File: config.mk
export PLATFORM = sky130hd
export DESIGN_NAME = attr_index_port
export DESIGN_NICKNAME = d
export VERILOG_FILES = /design/src/rtl/attr_pkg.sv /design/src/rtl/attr_phase_ctl.sv /design/src/rtl/attr_bank.sv /design/src/rtl/attr_rd_port.sv /design/src/rtl/attr_index_port.sv
export SDC_FILE = /design/constraint.sdc
export NUM_CORES = 1
export LEC_CHECK = 0
export BUFFER_PORTS_ARGS = -buffer_cell sky130_fd_sc_hd__buf_2
export CAP_MARGIN = 20
export CORE_MARGIN = 10
export CORE_UTILIZATION = 30
export CTS_CLUSTER_DIAMETER = 200
export CTS_CLUSTER_SIZE = 14
export DETAILED_ROUTE_END_ITERATION = 7
export SYNTH_ARGS = -nofsm -noshare
export SYNTH_HDL_FRONTEND = slang
export SYNTH_SLANG_ARGS = --single-unit
File: constraint.sdc
create_clock -name clk -period 1.75 [get_ports clk]
set_clock_uncertainty 0.15 [all_clocks]
set_input_delay 0.0875 -clock clk [delete_from_list [all_inputs] [get_ports clk]]
set_output_delay 0.0875 -clock clk [all_outputs]
set_load 0.05 [all_outputs]
File: src/rtl/attr_pkg.sv
package attr_pkg;
  localparam int DW       = 8;
  localparam int IDX_W    = 5;
  localparam int PAL_N    = 16;
  localparam int PAL_W    = 6;
  localparam int CTRL_N   = 5;
  localparam int SRC_BIT  = 5;
  localparam logic [IDX_W-1:0] CTRL_BASE = IDX_W'(PAL_N);
  localparam logic [IDX_W-1:0] LAST_IDX  = IDX_W'(PAL_N + CTRL_N - 1);

  // bits kept by each control register, 0 = mode, 1 = border, 2 = plane, 3 = pan, 4 = color select
  function automatic logic [DW-1:0] ctrl_mask(input int k);
    case (k)
      0:       ctrl_mask = 8'hEF;
      1:       ctrl_mask = 8'hFF;
      2:       ctrl_mask = 8'h3F;
      3:       ctrl_mask = 8'h0F;
      4:       ctrl_mask = 8'h0F;
      default: ctrl_mask = 8'h00;
    endcase
  endfunction
endpackage

File: src/rtl/attr_phase_ctl.sv
module attr_phase_ctl
  import attr_pkg::*;
(
  input  logic             clk,
  input  logic             rst_n,
  input  logic             wr_stb,
  input  logic [SRC_BIT:0] wr_low,
  input  logic             rd_status_stb,
  input  logic             rd_data_stb,
  output logic             data_phase,
  output logic [IDX_W-1:0] idx,
  output logic             pal_src,
  output logic             data_we
);
  logic             phase_d;
  logic [IDX_W-1:0] idx_d;
  logic             src_d;
  logic             idx_en;
  logic             phase_en;
  logic             wr_ok;

  always_comb begin
    wr_ok    = wr_stb && !rd_status_stb;
    idx_en   = wr_ok && !data_phase;
    data_we  = wr_ok && data_phase;
    phase_en = wr_ok || rd_status_stb;
    phase_d  = rd_status_stb ? 1'b0 : !data_phase;
    idx_d    = wr_low[IDX_W-1:0];
    src_d    = wr_low[SRC_BIT];
  end

  always_ff @(posedge clk or negedge rst_n) begin
    if (!rst_n) begin
      data_phase <= 1'b0;
    end else if (phase_en) begin
      data_phase <= phase_d;
    end
  end

  always_ff @(posedge clk or negedge rst_n) begin
    if (!rst_n) begin
      idx     <= '0;
      pal_src <= 1'b0;
    end else if (idx_en) begin
      idx     <= idx_d;
      pal_src <= src_d;
    end
  end

  assert_status_clear_R4: assert property (@(posedge clk) disable iff (!rst_n)
    rd_status_stb |=> !data_phase);
  assert_to_data_R2: assert property (@(posedge clk) disable iff (!rst_n)
    (wr_stb && !rd_status_stb && !data_phase) |=> data_phase);
  assert_to_index_R3: assert property (@(posedge clk) disable iff (!rst_n)
    (wr_stb && !rd_status_stb && data_phase) |=> !data_phase);
  assert_read_keeps_R5: assert property (@(posedge clk) disable iff (!rst_n)
    (rd_data_stb && !wr_stb && !rd_status_stb) |=> $stable(data_phase));
  assert_src_hold_R9: assert property (@(posedge clk) disable iff (!rst_n)
    !(wr_stb && !rd_status_stb && !data_phase) |=> $stable(pal_src));
endmodule

File: src/rtl/attr_bank.sv
module attr_bank
  import attr_pkg::*;
(
  input  logic             clk,
  input  logic             rst_n,
  input  logic             data_we,
  input  logic [IDX_W-1:0] idx,
  input  logic [DW-1:0]    wr_data,
  output logic [DW-1:0]    rd_val
);
  localparam int PAL_SEL_W  = $clog2(PAL_N);
  localparam int CTRL_SEL_W = $clog2(CTRL_N);

  logic [PAL_N-1:0][PAL_W-1:0] pal_q, pal_d;
  logic [CTRL_N-1:0][DW-1:0]   ctl_q, ctl_d;
  logic                        pal_hit, ctl_hit;
  logic                        pal_en, ctl_en;
  logic [IDX_W-1:0]            ctl_off;
  logic [CTRL_SEL_W-1:0]       ctl_sel;
  logic [PAL_SEL_W-1:0]        pal_sel;

  always_comb begin
    pal_hit = (idx < CTRL_BASE);
    ctl_hit = (idx >= CTRL_BASE) && (idx <= LAST_IDX);
    ctl_off = idx - CTRL_BASE;
    ctl_sel = ctl_off[CTRL_SEL_W-1:0];
    pal_sel = idx[PAL_SEL_W-1:0];
    pal_en  = data_we && pal_hit;
    ctl_en  = data_we && ctl_hit;
  end

  always_comb begin
    pal_d = pal_q;
    pal_d[pal_sel] = wr_data[PAL_W-1:0];
  end

  generate
    for (genvar k = 0; k < CTRL_N; k++) begin : g_ctl_next
      always_comb begin
        if (ctl_sel == CTRL_SEL_W'(k)) begin
          ctl_d[k] = wr_data & ctrl_mask(k);
        end else begin
          ctl_d[k] = ctl_q[k];
        end
      end
    end
  endgenerate

  always_ff @(posedge clk or negedge rst_n) begin
    if (!rst_n) begin
      pal_q <= '0;
    end else if (pal_en) begin
      pal_q <= pal_d;
    end
  end

  always_ff @(posedge clk or negedge rst_n) begin
    if (!rst_n) begin
      ctl_q <= '0;
    end else if (ctl_en) begin
      ctl_q <= ctl_d;
    end
  end

  always_comb begin
    if (pal_hit) begin
      rd_val = {{(DW-PAL_W){1'b0}}, pal_q[pal_sel]};
    end else if (ctl_hit) begin
      rd_val = ctl_q[ctl_sel];
    end else begin
      rd_val = '0;
    end
  end

  assert_stray_write_R8: assert property (@(posedge clk) disable iff (!rst_n)
    (data_we && (idx > LAST_IDX)) |=> ($stable(pal_q) && $stable(ctl_q)));
  assert_idle_hold_R3: assert property (@(posedge clk) disable iff (!rst_n)
    !data_we |=> ($stable(pal_q) && $stable(ctl_q)));
endmodule

File: src/rtl/attr_rd_port.sv
module attr_rd_port
  import attr_pkg::*;
(
  input  logic             clk,
  input  logic             rst_n,
  input  logic             rd_stb,
  input  logic [IDX_W-1:0] idx,
  input  logic [DW-1:0]    rd_val,
  output logic [DW-1:0]    rd_data
);
  always_ff @(posedge clk or negedge rst_n) begin
    if (!rst_n) begin
      rd_data <= '0;
    end else if (rd_stb) begin
      rd_data <= rd_val;
    end
  end

  assert_hold_R10: assert property (@(posedge clk) disable iff (!rst_n)
    !rd_stb |=> $stable(rd_data));
  assert_unused_zero_R8: assert property (@(posedge clk) disable iff (!rst_n)
    (rd_stb && (idx > LAST_IDX)) |=> (rd_data == '0));
endmodule

File: src/rtl/attr_index_port.sv
module attr_index_port
  import attr_pkg::*;
(
  input  logic          clk,
  input  logic          rst_n,
  input  logic          wr_stb,
  input  logic [DW-1:0] wr_data,
  input  logic          rd_data_stb,
  input  logic          rd_status_stb,
  output logic [DW-1:0] rd_data,
  output logic          pal_src
);
  logic             data_phase;
  logic [IDX_W-1:0] idx;
  logic             data_we;
  logic [DW-1:0]    rd_val;

  attr_phase_ctl u_phase (
    .clk           (clk),
    .rst_n         (rst_n),
    .wr_stb        (wr_stb),
    .wr_low        (wr_data[SRC_BIT:0]),
    .rd_status_stb (rd_status_stb),
    .rd_data_stb   (rd_data_stb),
    .data_phase    (data_phase),
    .idx           (idx),
    .pal_src       (pal_src),
    .data_we       (data_we)
  );

  attr_bank u_bank (
    .clk     (clk),
    .rst_n   (rst_n),
    .data_we (data_we),
    .idx     (idx),
    .wr_data (wr_data),
    .rd_val  (rd_val)
  );

  attr_rd_port u_rd (
    .clk     (clk),
    .rst_n   (rst_n),
    .rd_stb  (rd_data_stb),
    .idx     (idx),
    .rd_val  (rd_val),
    .rd_data (rd_data)
  );
endmodule

==> summary.md, run 1 <==
The flow ran to the end, but the final reports show violations. The final reports fail on hold timing, setup timing. The run gives 17 as the number of buffers created by CTS. For the count of final hold-check violations, the log shows 8. The combined global-route utilization of all metal layers came out at 12.2%. Critical path startpoint: u_phase.idx[0]$_DFFE_PN0P_.

The core region is 21200 sq um. Counting I/O delays and the setup requirement, the final critical path takes 1.93 ns. Once layout is complete, the cells apart from fillers number 844. The H-tree was split into 4 levels. The floorplan step defined a die boundary enclosing 27900 sq um.

Average wire per standard cell: 20.0 microns. The tree is rooted in a clkbuf_16. In this run the static leakage power is 4.16 nW. The share of synthesized area in the top cell type comes to 53.9%.

The logs give 1 for the number of antenna violations at the first check in global routing and 0 for the number of max-slew violations in the final report. Setup violations remaining at the end of the flow were counted as 87. The class of the tightest hold or removal check is primary input to register. The logs give 30.7% for the initial standard-cell utilization of the core and 0.813 for the global placement routability congestion. Of all flip-flops after synthesis, the portion carrying an async set or reset was 100%.

Counting every sink on the clock net gives 140. The overall power came out at 0.0105 W. The worst register-to-register path has a setup slack of -0.18 ns. The largest total area in the synthesized netlist belongs to dfrtp_1. The area taken by multi-input logic gates was 3410 sq um; the synthesis-stage register bit count was 140. From left edge to right edge, the die measures 167 microns. The startpoint identified for the worst hold timing path is rd_data_stb.

For this design, the CTS-stage hold fixing added 8 buffers. Critical setup path kind: register to register. In this run the critical register-to-register path is captured at u_rd.rd_data[4]$_DFFE_PN0P_. The maximum number of pins on one net before global-route repair came out at 45. The via density per instance is 4.95, and the first-pass GRT wire length is 27300 microns. The worst setup path is launched from a register. The first detailed-routing pass took 4 iterations.

Summing all placed instances gives a cell area of 7360 sq um. In the post-synthesis netlist, the biggest area contributors are dfrtp_1, mux2_2, mux4_2. The count of nets after finishing was 569; the number of enable flip-flop cells after synthesis was 0. The family with the most delay on the worst path was multiplexers. Worst hold-check slack: -0.0762 ns. Setup repair after global routing could not meet its margin everywhere. The count of cell instances traversed by the critical path is 5. For this design, the slowest cell found on the critical path is mux4_2. Global routing finished with a remaining overflow of 0. The startpoint identified for the worst register-to-register timing path is u_phase.idx[0]$_DFFE_PN0P_. In this run the worst path has a maximum fanout of 6. 0 antenna diodes ended up in the layout. The die span in y works out to 167 microns. For the count of maximum capacitance violations, the log shows 0. For this run, the leading register cell type out of synthesis is dfrtp_1.

In this run the tightest slew margin relative to its limit is 64.5%. The worst voltage drop across the vdd grid was 0.000602 V. The ratio of cells with drive above 1 in the final layout is 59.8%.

STA puts the critical path data arrival time at 2.06 ns. The Yosys step of the flow raised 0 warnings. At the pin with the least slew margin, the transition time is 0.532 ns. After layout, the worst path uses 110% of the clock period.

The total non-filler cell area in the finished layout is 9050 sq um, and the maximum root-to-sink buffer count is 2. Summing every instance area after synthesis gives 6500 sq um. The tools report the floorplan row count as 53. Relative to the synthesized area, the layout overhead comes to 39.3%. The end point of the worst hold path was u_rd.rd_data[5]$_DFFE_PN0P_. STA classifies the critical path endpoint as a register. The run gives 0 as the residual DRC count. The minimum setup slack in the final design is -0.181 ns. The tools report the synthesized instance count as 458. The sum of routed wire length over all layers was 16900 microns; the register area was 3510 sq um. The wire-length estimate of the detail-placed layout is 10700 microns. The delay of the slowest critical-path stage is 0.51 ns. In this run the power density over the cells is 1160 nW/um^2. For this block, the initial DRC count from the detailed router was 311. The critical path goes through buf_6 > buf_12 > mux4_2 > a22oi_2 > a41oi_2. During I/O placement, the number of pins put on the boundary was 22. Clock-pin slew was measured on the worst setup and hold paths at 0.06 ns. The via count of the first global-routing pass is 4588, and the clock insertion delay at the later pin of the skew report is 0.42 ns. The number of nets in the synthesized netlist is 471. After detailed placement, the design holds a cell count of 777.

The run gives 53.9% as the sequential element share of the synthesized area. In the layout the commonest cells are dfrtp_1, mux2_4, buf_4, mux2_2, buf_6. TritonCTS built the clock tree. For the worst setup path, the data required time is 1.88 ns. The number of nets still failing antenna checks after routing is 0. Detailed routing inserted a total of 4178 vias.

Counting both buffers and inverters, the worst setup path holds a total of 2. The total of buffers placed on input and output ports is 21, and the number of distinct library cells after synthesis is 44. The worst hold path passes through 2 cells. Counting cells, the worst reg-to-reg path comes to 5.

The synthesized area per cell is 14.2 sq um. The achievable frequency is 518 MHz. Counting the fill cells in the layout gives 1869.

Leaving out fill and tap cells, the most frequent cell in the layout is dfrtp_1.
-- per-layer routing --
| metal | global-route usage [%] | part of all wire [%] | up-vias |
|---|---|---|---|
| met3 | 3.49 | 4.6 | 15 |
| met4 | 2.99 | 1.0 | 2 |
| li1 | - | - | 1874 |
| met2 | 19.1 | 47 | 77 |
| met1 | 16.4 | 48 | 2210 |
| met5 | 0 | 0.047 | - |
-- metrics by stage --
| stage | utilization [%] | hold slack, ns | worst slack (ns) | TNS (ns) |
|---|---|---|---|---|
| 6_report | 42.8 | -0.0762 | -0.181 | -5.15 |
| 5_1_grt | 42.8 | -0.0725 | -0.231 | -10.60 |
| 4_1_cts | 41.5 | -0.0939 | -0.187 | -3.52 |
| 3_5_place_dp | 34.8 | -0.134 | -0.253 | -17.55 |
| 3_3_place_gp | 34.8 | -0.143 | -0.220 | -15.72 |
| 2_1_floorplan | - | -0.358 | -0.0669 | -1.28 |
-- timing repair --
item / 4_1_cts / 5_1_grt
cloned: 0 / 1
pin swaps: 27 / 19
endpoints found under the setup margin: 125 / 119
gates resized for setup: 137 / 39
endpoints found under the hold margin: 153 / 7
setup buffers: 14 / 14
-- power by group --
part           switching, W  internal, W  total [W]  leakage (nW)
sequential         0.000280      0.00366    0.00395          1.90
combinational       0.00106      0.00136    0.00242          1.93
clock               0.00147      0.00271    0.00418         0.331
-- sequential cells by signal (all words and copies together) (netlist names) --
register and flops:
u_bank.pal_q 96, u_bank.ctl_q 29, u_rd.rd_data 8, u_phase.idx 5, u_phase.data_phase 1, u_phase.pal_src 1
-- synthesized netlist by cell type, types with 3 or more instances --
master and n:
a22oi_1 9, a41oi_1 4, and2_1 3, buf_2 11
buf_6 3, clkbuf_1 16, dfrtp_1 140, inv_1 4
mux2_2 132, mux2i_1 17, mux4_2 20, nand2_1 12
nand3_1 6, nand3b_1 3, nor2_1 18, nor2_2 7
nor2b_1 8, o211ai_1 3, o21ai_0 7
-- worst max path at each step --
stage                                         to
CTS                  u_rd.rd_data[5]$_DFFE_PN0P_
floorplan           u_bank.pal_q[30]$_DFFE_PN0P_
finish               u_rd.rd_data[4]$_DFFE_PN0P_
global placement     u_rd.rd_data[4]$_DFFE_PN0P_
global route         u_rd.rd_data[5]$_DFFE_PN0P_
detailed placement   u_rd.rd_data[4]$_DFFE_PN0P_
-- cell families after synthesis --
group,Yosys count,share of synthesized area [%]
flops,140,53.9
simple gates,74,6.70
xor+xnor,1,0.135
buf+inv,38,2.87
mux,169,32.4
compound gates,36,3.95
-- worst reg2reg max path: cells and delay by family (launching register included) --
kind / cells / cell delay (ns)
muxes: 1 / 0.51
DFF: 1 / 0.45
AOI/OAI and AO/OA: 2 / 0.42
buffers and inverters: 2 / 0.28
-- area by class of cell --
| cell class | instances | area share [%] |
|---|---|---|
| Sequential cell | 140 | 38.7 |
| Multi-Input combinational cell | 280 | 37.7 |
| Timing Repair Buffer | 113 | 12.1 |
| Clock buffer | 17 | 4.70 |
| Tap cell | 275 | 3.80 |
| Clock inverter | 15 | 2.87 |
| Inverter | 4 | 0.166 |
Note: power is estimated with default switching activity, not from simulation.
==> inputs of run 2 (changes only) <==
--- a/config.mk
+++ b/config.mk
@@ -12,6 +12,7 @@
 export CTS_CLUSTER_DIAMETER = 200
 export CTS_CLUSTER_SIZE = 14
 export DETAILED_ROUTE_END_ITERATION = 7
+export PLACE_DENSITY_LB_ADDON = 0.25
 export SYNTH_ARGS = -nofsm -noshare
 export SYNTH_HDL_FRONTEND = slang
 export SYNTH_SLANG_ARGS = --single-unit
==> run 2 against run 1 <==
  * The run still ends with hold timing, setup timing left
  * Final cell count is the same
  * Utilization shrank 1.8 points
  * Register-to-register slack is essentially flat
  * Highest routed layer is now met4
  * Cell area shrank 4.1%
  * First-iteration DRC count grew 1.3%
==> summary.md, run 2 (synthesis gave the netlist of run 1 again) <==
In the final routed layout, each cell accounts on average for 20.5 microns. Before CTS, the worst setup slack after placement is -0.247 ns. Dividing the detail-routed via count by the number of cells gives 5.00. The number of design-rule violations left by the first detailed-router iteration was 315. Detailed routing inserted a total of 4223 vias.

The part of the cycle the worst path needs was 110%; the number of nets still failing antenna checks after routing was 0. The tools report the die area as 27900 sq um. The buffers plus inverters on the worst setup path was 2. The final layout contains routed wiring with a total length of 17300 microns. The critical path in this run is classified as register to register. The end point of the worst hold path is u_rd.rd_data[2]$_DFFE_PN0P_. The die is 167 microns wide. Count of final hold-check violations: 6. Total negative slack: -4.99 ns. For this run, the post-layout net count is 569. The number of antenna diodes in the final layout is 0.

The tools report the number of H-tree branching levels as 4. STA puts the critical path data required time at 1.89 ns. Once layout is done, the placed cells without fillers occupy 8680 sq um. The congestion estimate from routability-driven global placement came to 0.778.

The residual DRC count is 0, and the number of antenna violations at the first check in global routing is 0. In this run the most critical hold path is launched from rd_data_stb. The tools report the via count of the first global-routing pass as 4618.

The largest fanout on the critical path is 14. The number of placed I/O pins was 22. The worst hold-check slack was -0.120 ns; the hold-critical path depth was 2.

The final reports fail on hold timing, setup timing. The minimum clock period after layout was 1.92 ns; the total of fill cells in the finished design was 1923. For this design the static power due to leakage is 4.03 nW. For flop-to-flop paths, the worst setup slack is -0.17 ns. The largest registers in the layout are u_bank.pal_q: 96 flops, u_bank.ctl_q: 29 flops, u_rd.rd_data: 8 flops. At the pin with the least slew margin, the transition time is 0.542 ns. The clock-pin slew on the worst setup and hold paths came out at 0.06 ns.

The clock insertion delay at the later pin of the skew report came out at 0.43 ns. VDD sags by at most 0.000408 V. The flow ran to the end, but the final reports show violations. The maximum number of pins on one net before global-route repair is 48. Setup repair after global routing could not meet its margin everywhere.

The clock passes through at most 2 buffers. The library cell used most frequently in the layout, excluding fill and tap cells, is dfrtp_1. In this run the power density over the cells is 1130 nW/um^2. Grouping stages by cell kind, the critical path spends the most delay in multiplexers.

The critical path goes through buf_12 > buf_12 > mux4_2 > a22oi_2 > a41oi_2. Measured against its own limit, the worst slew margin works out to 63.9%. STA classifies the critical path startpoint as a register. After global routing the overflow that remains totals 0. The number of detailed-routing iterations run before antenna repair was 4. TritonCTS created 17 clock buffers.

The floorplan has 53 rows. TritonCTS built the clock tree. Of the cells placed in the final design, the portion with a size suffix greater than 1 is 58.2%. The run gives 21200 sq um as the area of the core region.

The post-layout utilization of the core was 41.0%; the register area was 3510 sq um. The tools report the setup-violating endpoint count in the final report as 95. The number of max-slew violations in the final report was 0; the estimated wirelength of the detail-placed design was 11400 microns.

The worst setup path is captured at a register. The count of maximum capacitance violations came out at 0. Root buffer cell: clkbuf_16. The minimum setup slack in the final design was -0.167 ns. Derived from the worst setup path, the maximum achievable clock frequency is 522 MHz. The multi-input combinational cells in the finished layout cover a total of 3160 sq um.

Measured in cells, the most critical reg-to-reg path has a length of 5. Post-placement cell area: 7460 sq um. The library cells used most frequently in the layout, excluding fill and tap cells, are dfrtp_1, mux2_2, buf_4, mux2_4.

For this configuration, the core starts out at a cell density of 30.7%. The arrival time of data at the critical path endpoint is 2.05 ns. In this design, the stage delay of the slowest critical-path cell is 0.51 ns. Area overhead of the layout relative to synthesis: 33.6%. The worst register-to-register path ends at u_rd.rd_data[0]$_DFFE_PN0P_. Measured along the y axis, the die boundary spans 167 microns.

The clock net in this run drives a total of 140 sinks. The total of buffers placed on input and output ports works out to 21. The class of the tightest hold or removal check was primary input to register. Counting flops per register, the top entry is u_bank.pal_q. The register with the most flip-flops in the layout has 96 of them. The cell type of the slowest stage on the worst timing path is mux4_2. The first-pass GRT wire length is 27500 microns. Reg-to-reg critical path startpoint: u_phase.idx[0]$_DFFE_PN0P_.

Among the stages of the critical path, the cell type that occurs most often is buf_12. The combined global-route utilization of all metal layers is 12.5%.
run 2: cell types whose count changed in the layout (fill, tap and decap cells not counted), sizes merged:
cell	before	now
bufinv	6	3
clkbuf	18	19
clkinv	3	8
inv	9	5
dlygate4sd3	8	9
run 2: worst register-to-register path, delay by kind of cell, from the launching register on:
family / cells / cell delay [ns]
AOI/OAI and AO/OA: 2 / 0.39
buffers and inverters: 2 / 0.33
DFF: 1 / 0.39
muxes: 1 / 0.52
run 2: per-layer routing:
layer | track usage, % | part of all wire, % | routed length [microns] | up-vias
li1 | - | - | - | 1871
met1 | 16.2 | 47 | 8150 | 2265
met4 | 5.00 | 1.8 | 314 | 0
met5 | 0 | 0 | 0 | -
met3 | 2.57 | 2.7 | 462 | 25
met2 | 20.0 | 48 | 8360 | 62
run 2: stage by stage:
stage / cells / total power, W / hold slack (ns)
2_1_floorplan: 458 / 0.00512 / -0.358
3_3_place_gp: 789 / 0.00583 / -0.0831
3_5_place_dp: 789 / 0.00588 / -0.0745
4_1_cts: 838 / 0.00982 / -0.0655
5_1_grt: 844 / 0.0102 / -0.0780
6_report: 844 / 0.00982 / -0.120
run 2: timing repair:
| action | in CTS | in global routing |
|---|---|---|
| setup buffers | 9 | 5 |
| gates resized for setup | 83 | 14 |
| gates cloned | 0 | 0 |
| hold buffers | 8 | 1 |
| pin swaps | 13 | 10 |
| endpoints found under the setup margin | 131 | 126 |
| endpoints found under the hold margin | 153 | 5 |
run 2: area by class of cell:
cell class / count / share of cell area (%)
Clock buffer: 19 / 5.10
Clock inverter: 13 / 1.93
Inverter: 4 / 0.173
Multi-Input combinational cell: 280 / 36.4
Sequential cell: 140 / 40.4
Tap cell: 275 / 3.96
Timing Repair Buffer: 113 / 12.0
run 2: how the worst max path moves through the flow:
stage / startpoint / endpoint / slack (ns) / depth (start not counted)
finish: u_phase.idx[0]$_DFFE_PN0P_ / u_rd.rd_data[0]$_DFFE_PN0P_ / -0.17 / 5
global route: u_phase.idx[0]$_DFFE_PN0P_ / u_rd.rd_data[2]$_DFFE_PN0P_ / -0.24 / 6
CTS: u_phase.idx[0]$_DFFE_PN0P_ / u_rd.rd_data[0]$_DFFE_PN0P_ / -0.19 / 5
detailed placement: u_phase.idx[0]$_DFFE_PN0P_ / u_rd.rd_data[0]$_DFFE_PN0P_ / -0.25 / 5
global placement: u_phase.idx[0]$_DFFE_PN0P_ / u_rd.rd_data[0]$_DFFE_PN0P_ / -0.23 / 5
floorplan: u_phase.idx[0]$_DFFE_PN0P_ / u_bank.pal_q[30]$_DFFE_PN0P_ / -0.07 / 6
run 2: report_power, final:
group / switching, W / total (W) / leakage, nW / internal (W)
sequential: 0.000281 / 0.00395 / 1.90 / 0.00367
combinational: 0.000969 / 0.00213 / 1.82 / 0.00116
clock: 0.00145 / 0.00374 / 0.299 / 0.00229
==> inputs of run 3 (changes only) <==
--- a/config.mk
+++ b/config.mk
@@ -13,6 +13,7 @@
 export CTS_CLUSTER_SIZE = 14
 export DETAILED_ROUTE_END_ITERATION = 7
 export PLACE_DENSITY_LB_ADDON = 0.25
+export SKIP_LAST_GASP = 1
 export SYNTH_ARGS = -nofsm -noshare
 export SYNTH_HDL_FRONTEND = slang
 export SYNTH_SLANG_ARGS = --single-unit
==> run 3 against run 2 <==
  * The flow still finishes with violations (hold timing, setup timing)
  * Clock power hardly changed
  * Utilization rose by 1.4 points
  * Count of clock-buffer cells in the layout unchanged
  * Cell area is 3.3% higher
  * Sequential power is essentially flat
  * Flip-flop and latch count did not move
  * Register-to-register slack worse by 0.02 ns
  * Power increased by 1.8%
  * Critical path depth did not move
  * Hold slack better by 0.063 ns
  * Combinational power rose by 8%
  * Critical path type unchanged
  * Critical endpoint is now u_rd.rd_data[1]$_DFFE_PN0P_
  * Largest power group unchanged
==> summary.md, run 3 (synthesis gave the netlist of run 1 again) <==
The number of antenna diodes in the final layout is 0. The count of nets after finishing was 570. In this run, CTS created clock tree buffers numbering 17.

Entering global routing, the biggest net connects 48 pins. The ratio of cells with drive above 1 in the final layout was 60.4%; the via count of the routed design was 4202. After detailed placement, the total cell area comes to 7460 sq um.

In the layout the commonest cells are dfrtp_1, mux2_4, buf_4, mux2_2, buf_6. Relative to the synthesized area, the layout overhead comes to 38.0%. After detailed routing, the total wire length is 17500 microns. In this run, post-CTS hold repair placed 8 buffers. The number of H-tree branching levels is 4, and the minimum clock period after layout is 1.94 ns.

Detailed placement finished with a half-perimeter wire length of 11400 microns. The count of final hold-check violations was 8. STA puts the critical path data required time at 1.88 ns.

Global routing consumed, on the met1 layer, 16.1% of the routing resources. The largest registers in the layout are u_bank.pal_q: 96 flops, u_bank.ctl_q: 29 flops, u_rd.rd_data: 8 flops. In this run the static leakage power is 4.14 nW. The final reports fail on hold timing, setup timing. The number of placed I/O pins is 22, and the residual DRC count is 0. The global routing usage on met3 came out at 2.57%. STA classifies the critical path endpoint as a register. In the final layout, the multi-input gates occupy 3410 sq um. Static timing analysis puts the maximum clock frequency at 516 MHz. Clock latency on the worst-skew pair, taken at its later pin, is 0.43 ns. Setup repair after global routing could not meet its margin everywhere. The average wire per standard cell came out at 20.7 microns.

After detailed routing, the number of vias per cell comes to 4.97. The number of clock sinks came out at 140. The total of buffers placed on input and output ports came out at 21. Count of maximum capacitance violations: 0. Once layout is done, the placed cells without fillers occupy 8970 sq um.

The logs give 12.5% for the combined global-route utilization of all metal layers and 2.07 ns for the arrival time of data at the critical path endpoint. The first routing iteration left 251 violations. After floorplanning, the core was sized to cover 21200 sq um. The first global-routing pass estimated 27400 microns of wire. The longest clock path from root to sink contains 2 buffers. The via count of the first global-routing pass is 4614, and the count of non-filler cells in the finished layout is 845.

The root buffer cell is clkbuf_16. The power per standard cell area was 1110 nW/um^2. The tools report the worst slew margin relative to its limit as 62.9%. The register with the most flip-flops in the final layout is u_bank.pal_q. At the pin with the least slew margin, the transition time is 0.556 ns. The total overflow left after global routing is 0. The worst hold-check slack came out at -0.0566 ns. For the global placement routability congestion, the log shows 0.778. The startpoint type of the worst setup path is a register. For the die area, the log shows 27900 sq um. The worst setup path is of the register to register kind. Clock-pin slew was measured on the worst setup and hold paths at 0.06 ns.

The first detailed-routing pass took 4 iterations. The worst voltage drop across the vdd grid was 0.000421 V; the register area was 3510 sq um. Once the floorplan was initialized, standard cells occupied 30.7% of the core. The worst hold path belongs to the class primary input to register. The run gives -0.186 ns as the minimum setup slack in the final design. The die outline width is 167 microns. The floorplan step set the die height to 167 microns. The most common cell after layout, fill and taps aside was dfrtp_1. The global-route met2 utilization came out at 20.0%. The flow ran to the end, but the final reports show violations. The layer flagged by global routing as most heavily used is met2. The part of the cycle the worst path needs works out to 111%. After filler insertion, the fill cell instance count of the layout stands at 1894.

The tools report the number of max-slew violations in the final report as 0. TritonCTS built the clock tree. The count of nets left with antenna violations once routing finished came out at 0. The run gives 0 as the number of antenna violations at the first check in global routing. The number of flip-flops under the largest register name was 96.

Setup-violating endpoint count in the final report: 86. Along the worst path, the maximum fanout reaches 7. The floorplan row count was 53. In this run, placement finished with an instance count of 789.
-- run 3: cell types whose count changed in the layout (fill, tap and decap cells not counted), moves of 4 or more --
cell	delta
nand2_4	+4
mux2_4	+33
buf_6	+9
nor2_2	-4
buf_4	-7
mux2_2	-33
nor2_4	+5
-- run 3: worst max-delay path: stages (launching register included) --
cell	delay, ns
dfrtp_2	0.45
buf_12	0.17
mux4_2	0.54
mux2_4	0.30
nand2_4	0.07
a41oi_2	0.12
-- run 3: layout make-up --
| class | instances | area share (%) |
|---|---|---|
| clock inverter | 13 | 1.87 |
| tap | 275 | 3.84 |
| multi-input combinational | 280 | 38.0 |
| inverter | 4 | 0.167 |
| sequential | 140 | 39.1 |
| clock buffer | 19 | 4.94 |
| timing repair buffer | 114 | 12.1 |
-- run 3: report_power, final --
| group | switching, W | total, W | internal, W |
|---|---|---|---|
| logic | 0.00102 | 0.00229 | 0.00127 |
| clock network | 0.00145 | 0.00374 | 0.00229 |
| registers | 0.000300 | 0.00397 | 0.00367 |
| total | 0.00277 | 0.0100 | 0.00723 |
-- run 3: timing repair --
item / in CTS / in global routing
setup buffers: 9 / 7
gates cloned: 0 / 1
resized for setup: 70 / 94
hold endpoints to repair: 153 / 7
pin swaps: 12 / 25
endpoints found under the setup margin: 131 / 126
-- run 3: worst paths after layout --
kind                                               from                           end  slack [ns]  cells past startpoint
setup / recovery             u_phase.idx[0]$_DFFE_PN0P_   u_rd.rd_data[1]$_DFFE_PN0P_       -0.19                      5
hold / removal                              rd_data_stb   u_rd.rd_data[0]$_DFFE_PN0P_       -0.06                      2
min in group asynchronous                         rst_n  u_bank.pal_q[23]$_DFFE_PN0P_        0.03                      2
hold reg to reg            u_bank.pal_q[28]$_DFFE_PN0P_  u_bank.pal_q[28]$_DFFE_PN0P_        0.35                      1
max in group asynchronous                         rst_n  u_bank.ctl_q[34]$_DFFE_PN0P_        0.84                      3
setup reg to reg             u_phase.idx[0]$_DFFE_PN0P_   u_rd.rd_data[1]$_DFFE_PN0P_       -0.19                      5
-- run 3: metal layers --
layer | part of all wire (%) | vias to the layer above | wire length, microns
met5 | 0 | - | 0
met2 | 48 | 58 | 8430
met1 | 47 | 2245 | 8180
li1 | - | 1878 | -
met3 | 3.2 | 21 | 550
met4 | 1.7 | 0 | 304
-- run 3: stage by stage --
step	power (W)	setup TNS (ns)	hold WS [ns]	setup slack (ns)	utilization (%)
2_1_floorplan	0.00512	-1.28	-0.358	-0.0669	-
3_3_place_gp	0.00583	-13.90	-0.0831	-0.230	35.3
3_5_place_dp	0.00588	-14.93	-0.0745	-0.247	35.3
4_1_cts	0.00979	-6.29	-0.0655	-0.193	40.2
5_1_grt	0.0104	-12.15	-0.0546	-0.249	42.4
6_report	0.0100	-6.54	-0.0566	-0.186	42.4
